File: src/rtl/scr_pkg.sv
package scr_pkg;
  localparam int SYM_W   = 8;
  localparam int LFSR_W  = 16;
  localparam logic [SYM_W-1:0]  COMMA_CODE = 8'hBC;
  localparam logic [SYM_W-1:0]  SKIP_CODE  = 8'h1C;
  localparam logic [LFSR_W-1:0] LFSR_SEED  = 16'hFFFF;
  localparam logic [LFSR_W-1:0] LFSR_TAPS  = 16'h0039;

  typedef enum logic [1:0] {
    GEN_STEP   = 2'd0,
    GEN_RELOAD = 2'd1,
    GEN_HOLD   = 2'd2
  } gen_act_e;

  typedef struct packed {
    logic [SYM_W-1:0]  key;
    logic [LFSR_W-1:0] next;
  } gen_out_t;

  // Runs the generator for one symbol time; serial bit k drives key bit k.
  function automatic gen_out_t gen_run(input logic [LFSR_W-1:0] cur);
    gen_out_t r;
    logic [LFSR_W-1:0] s;
    logic b;
    s = cur;
    r.key = '0;
    for (int k = 0; k < SYM_W; k++) begin
      b = s[LFSR_W-1];
      r.key[k] = b;
      s = {s[LFSR_W-2:0], 1'b0} ^ (b ? LFSR_TAPS : '0);
    end
    r.next = s;
    return r;
  endfunction
endpackage

File: src/rtl/scr_lane_class.sv
module scr_lane_class
  import scr_pkg::*;
(
  input  logic [SYM_W-1:0] sym,
  input  logic             is_k,
  input  logic             os_flag,
  input  logic             comp_flag,
  input  logic             enable,
  output gen_act_e         act,
  output logic             mix_en
);
  logic is_comma, is_skip;

  always_comb begin
    is_comma = is_k && (sym == COMMA_CODE);
    is_skip  = is_k && (sym == SKIP_CODE);
    if (is_comma)     act = GEN_RELOAD;
    else if (is_skip) act = GEN_HOLD;
    else              act = GEN_STEP;
    mix_en = enable && !is_k && !os_flag && !comp_flag;
  end
endmodule

File: src/rtl/scr_lane_gen.sv
module scr_lane_gen
  import scr_pkg::*;
(
  input  logic             clk,
  input  logic             rst_n,
  input  logic             take,
  input  gen_act_e         act,
  output logic [SYM_W-1:0] key
);
  logic [LFSR_W-1:0] state_q;
  gen_out_t          run;

  always_comb run = gen_run(state_q);
  assign key = run.key;

  always_ff @(posedge clk) begin
    if (!rst_n) begin
      state_q <= LFSR_SEED;
    end else if (take) begin
      case (act)
        GEN_RELOAD: state_q <= LFSR_SEED;
        GEN_HOLD:   state_q <= state_q;
        default:    state_q <= run.next;
      endcase
    end
  end
endmodule

File: src/rtl/scr_multilane.sv
module scr_multilane
  import scr_pkg::*;
#(
  parameter int NUM_LANES = 4
) (
  input  logic                       clk,
  input  logic                       rst_n,
  input  logic                       scr_enable,
  input  logic                       in_valid,
  output logic                       in_ready,
  input  logic [NUM_LANES*SYM_W-1:0] in_sym,
  input  logic [NUM_LANES-1:0]       in_is_k,
  input  logic [NUM_LANES-1:0]       in_os,
  input  logic [NUM_LANES-1:0]       in_comp,
  output logic                       out_valid,
  input  logic                       out_ready,
  output logic [NUM_LANES*SYM_W-1:0] out_sym,
  output logic [NUM_LANES-1:0]       out_is_k
);
  localparam int BUS_W = NUM_LANES * SYM_W;

  logic             take;
  logic [BUS_W-1:0] nxt_sym;

  assign in_ready = !out_valid || out_ready;
  assign take     = in_valid && in_ready;

  for (genvar ln = 0; ln < NUM_LANES; ln++) begin : g_lane
    gen_act_e         act;
    logic             mix_en;
    logic [SYM_W-1:0] key;

    scr_lane_class u_class (
      .sym       (in_sym[ln*SYM_W +: SYM_W]),
      .is_k      (in_is_k[ln]),
      .os_flag   (in_os[ln]),
      .comp_flag (in_comp[ln]),
      .enable    (scr_enable),
      .act       (act),
      .mix_en    (mix_en)
    );

    scr_lane_gen u_gen (
      .clk   (clk),
      .rst_n (rst_n),
      .take  (take),
      .act   (act),
      .key   (key)
    );

    assign nxt_sym[ln*SYM_W +: SYM_W] =
      in_sym[ln*SYM_W +: SYM_W] ^ (mix_en ? key : '0);
  end

  always_ff @(posedge clk) begin
    if (!rst_n) begin
      out_valid <= 1'b0;
      out_sym   <= '0;
      out_is_k  <= '0;
    end else if (take) begin
      out_valid <= 1'b1;
      out_sym   <= nxt_sym;
      out_is_k  <= in_is_k;
    end else if (out_ready) begin
      out_valid <= 1'b0;
    end
  end
endmodule

File: config.mk
export PLATFORM = sky130hd
export DESIGN_NAME = scr_multilane
export DESIGN_NICKNAME = d
export VERILOG_FILES = /design/src/rtl/scr_pkg.sv /design/src/rtl/scr_lane_class.sv /design/src/rtl/scr_lane_gen.sv /design/src/rtl/scr_multilane.sv
export SDC_FILE = /design/constraint.sdc
export NUM_CORES = 1
export LEC_CHECK = 0
export ABC_AREA = 1
export CAP_MARGIN = 20
export CORE_MARGIN = 5
export CORE_UTILIZATION = 40
export CTS_CLUSTER_DIAMETER = 80
export DETAILED_ROUTE_END_ITERATION = 8
export SLEW_MARGIN = 30
export SYNTH_ARGS = -nofsm -noshare
export SYNTH_HDL_FRONTEND = slang
export SYNTH_SLANG_ARGS = --single-unit
File: constraint.sdc
create_clock -name clk -period 2.5 [get_ports clk]
set_input_delay 0.25 -clock clk [delete_from_list [all_inputs] [get_ports clk]]
set_output_delay 0.25 -clock clk [all_outputs]
set_load 0.03 [all_outputs]
==> impl_metrics.toml <==
[grt]
grt_pass1_wl_microns = 26100
grt_max_degree = 69
first_global_vias = 5193
overflow = 0
antenna_found_initial = 0
grt.total_usage_pct = 17.6

[synthesis]
synth_top_area_share_pct = 31.9
synth_area_sq_um = 6340
yosys_warnings = 0
synth_cell_type_count = 24
syn_inst = 990
syn_nets = 1039
ys_ff_latch = 101
synth.avg_cell_area_sq_um = 6.40
synth_top_area_cell = "dfxtp_1"
ys_top_cells_by_area = "dfxtp_1, nand2_1, nand3_1"
ys_seq_area_share_pct = 31.9

[layout]
n_antenna_cell = 0
fillerInstances = 1658
drive_above_1_share_pct = 5.12
fin_nets = 1080
stdcell_area_sq_um = 7440
area_growth_pct = 17.4

[critical_path]
crit_top_cell = "clkdlybuf4s50_1"
critical_path_required_ns = 2.25
path_cells = "clkdlybuf4s50_1, inv_1, nand2_2, clkdlybuf4s50_1"
end_kind = "output port"
slowest_delay_ns = 0.68
crit_arrival_ns = 1.49
reg2reg_to = "g_lane[0].u_gen.state_q[5]$_SDFFE_PN1P_"
timing_worst_setup_path_type = "primary input to output port"
crit_slowest_cell = "clkdlybuf4s50_1"
worstSetupStartpointType = "primary input"
reg2reg_depth = 7
regToRegSetupSlack_ns = 0.93
critPathMaxFanout = 3
crit_buf_inv = 3
r2r-start = "out_valid$_SDFFE_PN0P_"
cp_top_family = "buffers and inverters"

[placed_design]
dp.final_hpwl_microns = 10900
place_congestion = 0.774
place_area_sq_um = 7150
pre_cts_ws_ns = 0.498
port_buffers = 86

[routing]
drtPass1Iterations = 4
drtIter0Drc = 441
routed_wl_microns = 15600
dr_wl_met2_microns = 7140
ant_nets = 0
wl_per_cell_microns = 12.4
route.met3.wl_microns = 602
drc = 0
top_layer = "met4"
dr_total_vias = 5728
wl_met1_microns = 7660
vias_per_cell = 4.58

[clock_tree]
cts_sinks = 101
htree_levels = 3
postCtsResizedCells = 0
cts_buffer_depth = 2
cts-hold-fix-buffers = 0
cts_buffers = 9
clockRootBuffer = "clkbuf_16"
path_clk_slew_ns = 0.07
clk_latency_ns = 0.35
cts_tree = "built"
cts_setup_buffers = 0

[die]
fp.dieH_microns = 136
dieArea_sq_um = 18500
initial_utilization_pct = 40.3
io_pins = 87
coreArea_sq_um = 15700
die_x_microns = 136
rows = 46

[timing]
fin_ws_ns = 0.756
finClkSkew_ns = 0.00837
finalMaxSlewViolations = 0
timing.hold.ws_ns = 0.408
slew_headroom_pct = 50.8
hold_viol_final = 0
fin_crit_ns = 1.74
fin_setup_tns_ns = 0
rsz0062_at_grt = "no"
setup_viol = 0
max_freq_mhz = 573
max_slew.worst_pin.slew_ns = 0.738
finalCritPeriodShare_pct = 69.8

[status]
status = "finished, final reports clean"

[worst_hold_path]
holdPathStages = 3
hold_class = "primary input to register"
min_to = "out_valid$_SDFFE_PN0P_"
hold_start = "rst_n"

[power]
ir_drop_mv = 0.371
p_total_mw = 4.57
power_density_nw_per_um2 = 614
power_leakage_nw = 3.76

[job]
max_cap_viol_count = 0
## through the flow
step | utilization [%] | instances
after detailed placement | 45.5 | 1236
after floorplan | - | 990
after global placement | 45.5 | 1236
after CTS | 47.4 | 1252
after global routing | 47.4 | 1252
final | 47.4 | 1252
## metal layers
metal,vias up,GRT usage (%)
li1,3115,-
met1,2522,24.4
met2,82,28.3
met3,9,3.11
met4,0,4.82
met5,-,0
## kinds of logic (layout without fill, tap and decap cells)
group	Yosys count	count (layout)	share of synthesized area [%]
DFF	101	101	31.9
AOI/OAI and AO/OA	16	16	1.26
xor gates and xnor gates	87	87	12.0
buffers and inverters	160	206	11.7
and+or+nand+nor	626	626	43.1
## synthesized netlist by cell type (all sizes together)
cell    instances
a21oi           1
buf            54
clkbuf          6
dfxtp         101
inv           100
nand2         338
nand3         159
nand4          10
nor2           96
o21ai          15
or2            23
xnor2          47
xor2           40
## tightest hold or removal path, delay by kind of cell
| family | cells | cell delay, ns |
|---|---|---|
| buffers and inverters | 2 | 0.29 |
| AOI/OAI and AO/OA | 1 | 0.18 |
## worst max-delay path by stage
| stage | start | endpoint | slack [ns] | cells past startpoint |
|---|---|---|---|---|
| after global routing | out_ready | in_ready | 0.71 | 4 |
| after floorplan | out_valid$_SDFFE_PN0P_ | g_lane[0].u_gen.state_q[10]$_SDFFE_PN1P_ | 1.01 | 8 |
| final | out_ready | in_ready | 0.76 | 4 |
| after detailed placement | out_ready | g_lane[0].u_gen.state_q[5]$_SDFFE_PN1P_ | 0.50 | 9 |
| after global placement | out_ready | g_lane[0].u_gen.state_q[5]$_SDFFE_PN1P_ | 0.54 | 9 |
| after CTS | out_ready | in_ready | 0.75 | 4 |
## state kept, by name (all words and copies together), names as in the netlist
signal / cells
out_valid: 1
g_lane.u_gen.state_q: 64
out_is_k: 4
out_sym: 32
## cell usage in the layout, fill, tap and decap left out, drive strengths merged
master,instances
o21ai,15
a21oi,1
inv,100
or2,23
xnor2,47
xor2,40
clkdlybuf4s50,85
nor2,96
clkinvlp,1
nand4,10
buf,5
clkinv,1
clkbuf,14
dfxtp,101
nand2,338
nand3,159
## area by class of cell
class | instances | area, sq um | share of cell area [%]
clock buffers | 14 | 274 | 3.68
clock inverters | 2 | 16.3 | 0.219
inverters | 100 | 385 | 5.18
multi-input cells | 729 | 3580 | 48.0
flip-flops and latches | 101 | 2020 | 27.2
well taps | 216 | 270 | 3.63
repair buffers | 90 | 898 | 12.1
## power breakdown
group | internal, mW | switching, mW
sequential | 1.76 | 0.233
clock | 0.761 | 0.617
combinational | 0.547 | 0.645
total | 3.07 | 1.50
(Power assumes the default switching activity.)
